**src/rtl/gbn_pkg.sv**
```systemverilog
package gbn_pkg;

   typedef enum logic [1:0] {
      RX_PASS = 2'd0,
      RX_SKIP = 2'd1,
      RX_DEAD = 2'd2
   } rx_state_t;

   function automatic int round_trip(input int link_lat);
      return 2 * link_lat + 2;
   endfunction

endpackage

```
**src/rtl/gbn_parity.sv**
```systemverilog
module gbn_parity #(
   parameter int DATA_W = 16,
   parameter int GROUPS = 4
) (
   input  logic [DATA_W-1:0] data,
   output logic [GROUPS-1:0] par
);

   for (genvar g = 0; g < GROUPS; g++) begin : g_grp
      always_comb begin
         par[g] = 1'b0;
         for (int i = 0; i < DATA_W; i++) begin
            if ((i % GROUPS) == g) par[g] = par[g] ^ data[i];
         end
      end
   end

endmodule

```
**src/rtl/gbn_pipe.sv**
```systemverilog
module gbn_pipe #(
   parameter int W      = 8,
   parameter int STAGES = 1
) (
   input  logic         clk,
   input  logic         rst_n,
   input  logic [W-1:0] din,
   output logic [W-1:0] dout
);

   if (STAGES < 1) begin : g_bad
      $error("gbn_pipe: STAGES must be at least 1");
   end

   if (STAGES == 1) begin : g_one
      logic [W-1:0] q;
      always_ff @(posedge clk or negedge rst_n) begin
         if (!rst_n) q <= '0;
         else        q <= din;
      end
      assign dout = q;
   end else begin : g_many
      logic [STAGES*W-1:0] sh;
      always_ff @(posedge clk or negedge rst_n) begin
         if (!rst_n) sh <= '0;
         else        sh <= {sh[(STAGES-1)*W-1:0], din};
      end
      assign dout = sh[STAGES*W-1 -: W];
   end

endmodule

```
**src/rtl/gbn_tx.sv**
```systemverilog
module gbn_tx #(
   parameter int DATA_W = 16,
   parameter int GROUPS = 4,
   parameter int RTT    = 4
) (
   input  logic                     clk,
   input  logic                     rst_n,
   input  logic                     src_valid,
   input  logic [DATA_W-1:0]        src_data,
   output logic                     src_stall,
   input  logic                     nak_in,
   input  logic                     halt_in,
   output logic                     tx_valid,
   output logic                     tx_rtx,
   output logic [DATA_W+GROUPS-1:0] tx_code
);

   localparam int CW    = DATA_W + GROUPS;
   localparam int SW    = CW + 2;
   localparam int CNT_W = $clog2(RTT + 1);

   if (RTT < 2) begin : g_bad
      $error("gbn_tx: RTT must be at least 2");
   end

   logic [GROUPS-1:0] enc_par;
   logic [SW-1:0]     hist [RTT];
   logic              rp_act;
   logic [CNT_W-1:0]  rp_left;
   logic [SW-1:0]     oldest;

   gbn_parity #(.DATA_W(DATA_W), .GROUPS(GROUPS)) u_enc (
      .data (src_data),
      .par  (enc_par)
   );

   assign oldest    = hist[RTT-1];
   assign src_stall = nak_in | rp_act | halt_in;

   always_ff @(posedge clk or negedge rst_n) begin
      if (!rst_n) begin
         for (int i = 0; i < RTT; i++) hist[i] <= '0;
         rp_act  <= 1'b0;
         rp_left <= '0;
      end else begin
         for (int i = 1; i < RTT; i++) hist[i] <= hist[i-1];
         if (nak_in || rp_act) begin
            hist[0] <= {oldest[SW-1], 1'b1, oldest[CW-1:0]};
         end else if (src_valid && !halt_in) begin
            hist[0] <= {1'b1, 1'b0, enc_par, src_data};
         end else begin
            hist[0] <= '0;
         end
         if (nak_in) begin
            rp_act  <= 1'b1;
            rp_left <= CNT_W'(RTT - 1);
         end else if (rp_act) begin
            rp_left <= rp_left - 1'b1;
            rp_act  <= (rp_left != CNT_W'(1));
         end
      end
   end

   assign tx_valid = hist[0][SW-1];
   assign tx_rtx   = hist[0][SW-2];
   assign tx_code  = hist[0][CW-1:0];

   AST_REQ_STARTS_REPLAY: assert property (@(posedge clk) disable iff (!rst_n)
      nak_in |=> tx_rtx);
   AST_REPLAY_FROM_REQ: assert property (@(posedge clk) disable iff (!rst_n)
      $rose(rp_act) |-> $past(nak_in));
   AST_ONE_REPLAY_ONLY: assert property (@(posedge clk) disable iff (!rst_n)
      nak_in |-> !rp_act);

endmodule

```
**src/rtl/gbn_rx.sv**
```systemverilog
module gbn_rx
   import gbn_pkg::*;
#(
   parameter int DATA_W = 16,
   parameter int GROUPS = 4
) (
   input  logic                     clk,
   input  logic                     rst_n,
   input  logic                     rx_valid,
   input  logic                     rx_rtx,
   input  logic [DATA_W+GROUPS-1:0] rx_code,
   output logic                     out_valid,
   output logic [DATA_W-1:0]        out_data,
   output logic                     nak,
   output logic                     perm
);

   rx_state_t         state;
   logic [GROUPS-1:0] chk_par;
   logic              bad;

   gbn_parity #(.DATA_W(DATA_W), .GROUPS(GROUPS)) u_chk (
      .data (rx_code[DATA_W-1:0]),
      .par  (chk_par)
   );

   assign bad = |(chk_par ^ rx_code[DATA_W+GROUPS-1:DATA_W]);

   always_ff @(posedge clk or negedge rst_n) begin
      if (!rst_n) begin
         state     <= RX_PASS;
         out_valid <= 1'b0;
         out_data  <= '0;
         nak       <= 1'b0;
         perm      <= 1'b0;
      end else begin
         out_valid <= 1'b0;
         nak       <= 1'b0;
         case (state)
            RX_PASS: if (rx_valid) begin
               if (!bad) begin
                  out_valid <= 1'b1;
                  out_data  <= rx_code[DATA_W-1:0];
               end else if (rx_rtx) begin
                  state <= RX_DEAD;
                  perm  <= 1'b1;
               end else begin
                  state <= RX_SKIP;
                  nak   <= 1'b1;
               end
            end
            RX_SKIP: if (rx_valid && rx_rtx) begin
               if (!bad) begin
                  out_valid <= 1'b1;
                  out_data  <= rx_code[DATA_W-1:0];
                  state     <= RX_PASS;
               end else begin
                  state <= RX_DEAD;
                  perm  <= 1'b1;
               end
            end
            default: state <= RX_DEAD;
         endcase
      end
   end

   AST_NAK_SINGLE: assert property (@(posedge clk) disable iff (!rst_n)
      nak |=> !nak);
   AST_NAK_NOT_DELIVERED: assert property (@(posedge clk) disable iff (!rst_n)
      nak |-> !out_valid);
   AST_FAULT_STICKY: assert property (@(posedge clk) disable iff (!rst_n)
      perm |=> perm);
   AST_SILENT_AFTER_FAULT: assert property (@(posedge clk) disable iff (!rst_n)
      perm |=> !out_valid);

endmodule

```
**src/rtl/gbn_link.sv**
```systemverilog
module gbn_link #(
   parameter int DATA_W     = 16,
   parameter int PAR_GROUPS = 4,
   parameter int LINK_LAT   = 1
) (
   input  logic                         clk,
   input  logic                         rst_n,
   input  logic                         src_valid,
   input  logic [DATA_W-1:0]            src_data,
   output logic                         src_stall,
   input  logic [DATA_W+PAR_GROUPS-1:0] chan_flip,
   output logic                         out_valid,
   output logic [DATA_W-1:0]            out_data,
   output logic                         perm_fault
);

   localparam int CW  = DATA_W + PAR_GROUPS;
   localparam int RTT = gbn_pkg::round_trip(LINK_LAT);

   if (PAR_GROUPS < 1 || PAR_GROUPS > DATA_W) begin : g_bad_groups
      $error("gbn_link: PAR_GROUPS must lie in 1..DATA_W");
   end
   if (LINK_LAT < 1) begin : g_bad_lat
      $error("gbn_link: LINK_LAT must be at least 1");
   end

   logic          tx_valid, tx_rtx;
   logic [CW-1:0] tx_code;
   logic          rx_valid, rx_rtx;
   logic [CW-1:0] rx_code;
   logic          nak_rx, nak_tx;

   gbn_tx #(.DATA_W(DATA_W), .GROUPS(PAR_GROUPS), .RTT(RTT)) u_tx (
      .clk       (clk),
      .rst_n     (rst_n),
      .src_valid (src_valid),
      .src_data  (src_data),
      .src_stall (src_stall),
      .nak_in    (nak_tx),
      .halt_in   (perm_fault),
      .tx_valid  (tx_valid),
      .tx_rtx    (tx_rtx),
      .tx_code   (tx_code)
   );

   gbn_pipe #(.W(CW + 2), .STAGES(LINK_LAT)) u_fwd (
      .clk   (clk),
      .rst_n (rst_n),
      .din   ({tx_valid, tx_rtx, tx_code ^ chan_flip}),
      .dout  ({rx_valid, rx_rtx, rx_code})
   );

   gbn_pipe #(.W(1), .STAGES(LINK_LAT)) u_back (
      .clk   (clk),
      .rst_n (rst_n),
      .din   (nak_rx),
      .dout  (nak_tx)
   );

   gbn_rx #(.DATA_W(DATA_W), .GROUPS(PAR_GROUPS)) u_rx (
      .clk       (clk),
      .rst_n     (rst_n),
      .rx_valid  (rx_valid),
      .rx_rtx    (rx_rtx),
      .rx_code   (rx_code),
      .out_valid (out_valid),
      .out_data  (out_data),
      .nak       (nak_rx),
      .perm      (perm_fault)
   );

endmodule

```
**config.mk**
```make
export PLATFORM = sky130hd
export DESIGN_NAME = gbn_link
export DESIGN_NICKNAME = d
export VERILOG_FILES = /design/src/rtl/gbn_pkg.sv /design/src/rtl/gbn_parity.sv /design/src/rtl/gbn_pipe.sv /design/src/rtl/gbn_tx.sv /design/src/rtl/gbn_rx.sv /design/src/rtl/gbn_link.sv
export SDC_FILE = /design/constraint.sdc
export NUM_CORES = 1
export LEC_CHECK = 0
export BUFFER_PORTS_ARGS = -buffer_cell sky130_fd_sc_hd__buf_4
export CORE_MARGIN = 4
export CORE_UTILIZATION = 30
export DETAILED_ROUTE_END_ITERATION = 7
export PLACE_DENSITY_LB_ADDON = 0.25
export SLEW_MARGIN = 25
export SYNTH_ARGS = -nofsm -noshare
export SYNTH_HDL_FRONTEND = slang
export SYNTH_SLANG_ARGS = --single-unit
```
**constraint.sdc**
```tcl
create_clock -name clk -period 5 [get_ports clk]
set_input_delay 0.5 -clock clk [delete_from_list [all_inputs] [get_ports clk]]
set_output_delay 0.5 -clock clk [all_outputs]
set_load 0.03 [all_outputs]
```
Word level (Yosys, flattened, before mapping)
Cells that the tools add are included.

Flip-flop bits (word level): 136. Input bits: 39. Output and inout bits: 19. Logic and storage cells: 90.

Add/sub/neg operators: 1. Equal/unequal tests: 7. Mux-type cells: 30. Bitwise logic cells: 28. Reductions and logical operators: 11.

Operator list (number): $mux 16 (3); $mux 22 (2); $pmux 16 s2 (1); $xor 1x1->1 (24); $xor 20x20->20 (1); $mux 1 (14); $mux 2 (5); $mux 3 (2); $ne 2x1->1 const B (3); $reduce_and 3->1 (2); $reduce_and 6->1 (1); $ne 2x2->1 const B (2); $pmux 1 s2 (2); $pmux 2 s2 (1); $reduce_bool 2->1 (2); $reduce_or 4->1 (1); $xor 4x4->4 (1); $ne 3x1->1 const B (1); $sub 3x1->3 const B (1); $eq 2x1->1 const B (1); $logic_and 1x1->1 (2); $logic_not 2->1 (1); $or 1x1->1 (2); $logic_not 1->1 (1); $logic_or 1x1->1 (1).

Longest topological paths before layout
Word-level depth: 8. Depth in mapped cells: 6. Mapped depth without buffers: 5.

Modules after synthesis
A second synthesis with hierarchy kept.

Cell total of the unflattened synthesis: 272. Area total of the unflattened synthesis: 4599.4 µm².

By module, submodules not included: gbn_tx (times used 1, cells an instance 152, area each 2760.1 µm², seq. area each 2227.1 µm²); gbn_rx (times used 1, cells an instance 53, area each 878.3 µm², seq. area each 525.5 µm²); gbn_pipe at u_fwd (times used 1, cells an instance 22, area each 550.5 µm², seq. area each 550.5 µm²); gbn_parity (times used 2, cells an instance 12, area each 105.1 µm², seq. area each 0.0 µm²); gbn_link (times used 1, cells an instance 20, area each 175.2 µm², seq. area each 0.0 µm²); gbn_pipe at u_back (times used 1, cells an instance 1, area each 25.0 µm², seq. area each 25.0 µm²).

Worst setup path before layout
OpenSTA, ideal clock, no wires.

Path kind: flip-flop to flip-flop. Start point: reg u_fwd.g_one.q[4], in the netlist u_fwd.dout[4]. End point: reg u_rx.out_data[10]. Arrival time: 1964 ps. Required time: 4875 ps. Setup slack: 2911 ps. Cell stages (with the launch flop): 7. Path buffers: 1. Period minus slack after synthesis: 2089 ps. Cell sequence: dfrtp_1 -> xnor3_1 -> xnor2_1 -> nor4_2 -> o2111ai_2 -> buf_6 -> mux2_4.

Cells in the longest elaborated chain, start to end: 8.

Ends and longest elaborated chain: from (decl) (line gbn_pipe.sv:16) `logic [W-1:0] q;`; from (signal assigned) (line gbn_pipe.sv:19) `else q <= din;`; $xor 1x1->1 (*) (3 in series) (line gbn_parity.sv:13) `if ((i % GROUPS) == g) par[g] = par[g] ^ data[i];`; $xor 4x4->4 (*) (line gbn_rx.sv:27) `assign bad = |(chk_par ^ rx_code[DATA_W+GROUPS-1:DATA_W]);`; $reduce_or 4->1 (*) (line gbn_rx.sv:27); $mux 16 (*); $mux 16 (on tied branches); $pmux 16 s2 (*); to (signal assigned) (line gbn_rx.sv:43) `out_data <= rx_code[DATA_W-1:0];`; to (signal assigned) (line gbn_rx.sv:55) `out_data <= rx_code[DATA_W-1:0];`; to (decl) (line gbn_rx.sv:13) `output logic [DATA_W-1:0] out_data,`.

Every way passes the cells marked *; elsewhere a longest branch is shown, timed or not. The select of a mux whose other input is x is not followed. A chain may end at the register's enable or synchronous reset.

Worst setup path in the final report
Start point: reg u_fwd.g_one.q[4], in the netlist u_fwd.dout[4]. End point: reg u_rx.out_data[11].

Same word-level chain as after synthesis.

==> flow_summary.yaml <==
outcome:
  status: "complete, no violations"
logic_synthesis:
  yosysWarnings: 0
  yosys.area.top_type: "dfrtp_1"
  synthSimpleGateAreaFrac: 0.01636
  synth_top_area_share: 0.7577
  avgSynthCellArea_um2: 17.58
  ys_ff_latch: 132
  synth_area_um2: 4359
  synth_top_cells_by_area: "dfrtp_1 76%, xor2_1 5.8%, a22o_1 4.0%"
  synth_fp_nets: 289
  synthAdderAreaFrac: 0.005741
  synthCells: 248
  synth_xor_area_frac: 0.1051
  synth_compound_area_frac: 0.05310
  ys_seq_area_frac: 0.7577
  synth_top_family_by_area: "XOR/XNOR gates"
  yosysUniqueCellTypes: 23
  synthMuxAreaShare: 0.04908
worst_setup_path:
  r2r_cells: 5
  cp_top_family: "XOR/XNOR gates"
  crit_type: "flip-flop to flip-flop"
  r2r_end: "u_rx.out_data[11]$_DFFE_PN0P_"
  crit_path_end_kind: "flip-flop"
  path_cells: "xnor3_1 > xnor2_1 > nor4_2 > o2111ai_4 > mux2_4"
  crit_fanout: 17
  r2r_slack_ns: 2.67
  crit_required_ns: 5.28
  critPathBufInv: 0
  slowest_delay_ns: 0.47
  r2r_start: "u_fwd.dout[4]$_DFF_PN0_"
  worst_ep_arrival_time_ns: 2.61
  cp_slowest_cell: "o2111ai_4"
  start_kind: "flip-flop"
cts:
  postCtsHoldBufs: 0
  clk_pin_slew_ns: 0.05
  ctsResizeCount: 0
  postCtsSetupBuffers: 0
  cts_root_buffer: "clkbuf_16"
  cts-htree-levels: 4
  cts_inserted_buffers: 17
  cts_tree: "yes"
  clock_latency_ns: 0.40
  cts.sinks: 132
  ctsLongestPathBuffers: 2
final_layout:
  area_growth_pct: 27.61
  post-route-cell-area_um2: 5563
  layout-drive-gt1-share: 0.3134
  stdcell_count: 515
  fill_cells: 1286
  fin_nets: 363
  antennaDiodeCount: 0
sta:
  tightestPinTransition_ns: 0.7523
  hold_ws_ns: 0.1115
  slew_headroom: 0.4982
  finalSetupViolations: 0
  fin_worst_skew_ns: 0.006595
  final.period_utilization: 0.4658
  setup_ws_ns: 2.671
  hold_viol_final: 0
  max_freq_ghz: 0.4294
  rsz0062_at_grt: "no"
  final_max_slew_viol_count: 0
  finalCriticalPeriod_ns: 2.329
  fin_setup_tns_ns: 0
grt:
  grt_util_met1: 0.1381
  busiest_layer: "met2"
  grt_pass1_vias: 2452
  grt_use_met3: 0.04649
  grt_first_pass_wirelength_mm: 12.99
  antenna_found_initial: 0
  grt_use_met2: 0.1578
  grt_util_all_layers: 0.1076
  grt_max_degree: 78
  grt-ovfl-total: 0
pwr:
  leakage_nw: 2.847
  power_density_nw_per_um2: 592.3
  ir_drop_uv: 229.4
floorplan:
  fp-row-count: 43
  dieArea_um2: 16520
  ioPinCount: 58
  dieHeight_um: 128.5
  die_x_um: 128.5
  start_util: 0.3104
  coreArea_um2: 14040
place:
  dp_slack_ns: 2.653
  dpl.hpwl_mm: 5.156
  gp_congestion: 0.7031
  dp_cells: 483
  place_area_um2: 5022
  portBuffers: 57
routing:
  firstDrtPassIters: 5
  viasPerCell: 4.183
  final_antenna_net_count: 0
  drcViolationCount: 0
  drt_iter0_drc: 159
  wl_per_cell_um: 15.52
  vias: 2154
  drt-total-wl_mm: 7.995
job:
  maxCapViolations: 0
worst_hold_path:
  hp-class: "input pin to async pin"
[synth_stat cells]
cell type,count
a21o_1,2
a221oi_1,1
a22o_1,20
buf_6,1
clkbuf_1,4
dfrtp_1,132
ha_1,2
inv_1,8
mux2_2,7
mux2_4,9
nand2_1,2
nand2b_1,4
nor2_1,2
nor4_1,1
nor4_2,1
o2111ai_2,1
o21ai_0,2
o31ai_1,1
or2_0,1
or3_1,1
xnor2_1,13
xnor3_1,4
xor2_1,29
[logic make-up after synthesis]
kind of cell	count (synthesis)
buffers and inverters	13
AOI/OAI and AO/OA	27
xor gates and xnor gates	46
DFF	132
adders and majority gates	2
and+or+nand+nor	12
muxes	16
[metal layers]
metal / wire, um / up-vias / part of all wire
li1: - / 977 / -
met1: 3668 / 1121 / 0.46
met2: 3841 / 50 / 0.48
met3: 381 / 6 / 0.048
met4: 104 / 0 / 0.013
met5: 0 / - / 0
[worst reg2reg max path, delay by kind of cell (launching register included)]
kind | cells | cell delay, ns
AOI/OAI and AO/OA | 1 | 0.47
xor gates and xnor gates | 2 | 0.56
DFF | 1 | 0.35
muxes | 1 | 0.44
and+or+nand+nor | 1 | 0.39
[where the power goes]
group          internal [mW]  switching, mW  total, mW
Combinational          0.314          0.348      0.662
Clock                  0.696          0.406       1.10
Sequential              1.37          0.165       1.53
Total                   2.38          0.918       3.29
[cell usage in the layout (no fill, tap or decap)]
cell and instances:
a21o_1 2, a221oi_1 1, a22o_1 20, buf_4 59, buf_6 1, clkbuf_1 6
clkbuf_16 17, clkbuf_8 5, clkinv_2 4, dfrtp_1 132, ha_1 2, inv_1 8
mux2_2 7, mux2_4 9, nand2_1 2, nand2b_1 4, nor2_1 1, nor2_2 1
nor4_1 1, nor4_2 1, o2111ai_4 1, o21ai_0 2, o31ai_1 1, or2_0 1
or3_1 1, xnor2_1 13, xnor3_1 4, xor2_1 29
[cell type report]
cell class,instances,area (um2),share of cell area
sequential,132,3303,0.5938
inverter,8,30.03,0.005398
multi-input combinational,103,1013,0.1822
tap,180,225.2,0.04049
clock buffer,28,516.7,0.09289
timing repair buffer,60,454.2,0.08165
clock inverter,4,20.02,0.003599
[registers in the layout (all words and copies together), names as in the netlist, 2 cells and up]
name,count
u_tx.hist,41
u_tx.tx_code,20
u_rx.out_data,16
u_tx.rp_left,3
u_rx.state,2
u_tx.oldest,21
u_fwd.dout,22
[through the flow]
stage	power, mW	util
final	3.295	0.3962
after detailed placement	2.224	0.3577
after global placement	2.200	0.3569
after floorplan	1.935	-
after global routing	3.477	0.3962
after CTS	3.350	0.3959
[how the worst max path moves through the flow]
stage	startpoint	endpoint	slack [ns]	depth (start not counted)
floorplan	u_fwd.dout[4]$_DFF_PN0_	u_rx.out_data[10]$_DFFE_PN0P_	2.91	6
global placement	u_fwd.dout[4]$_DFF_PN0_	u_rx.out_data[7]$_DFFE_PN0P_	2.47	5
detailed placement	u_fwd.dout[6]$_DFF_PN0_	u_rx.out_data[10]$_DFFE_PN0P_	2.65	5
CTS	u_fwd.dout[4]$_DFF_PN0_	u_rx.out_data[11]$_DFFE_PN0P_	2.64	5
global route	u_fwd.dout[4]$_DFF_PN0_	u_rx.out_data[13]$_DFFE_PN0P_	2.54	5
finish	u_fwd.dout[4]$_DFF_PN0_	u_rx.out_data[11]$_DFFE_PN0P_	2.67	5
No activity file was read; power rests on OpenSTA's default activity.
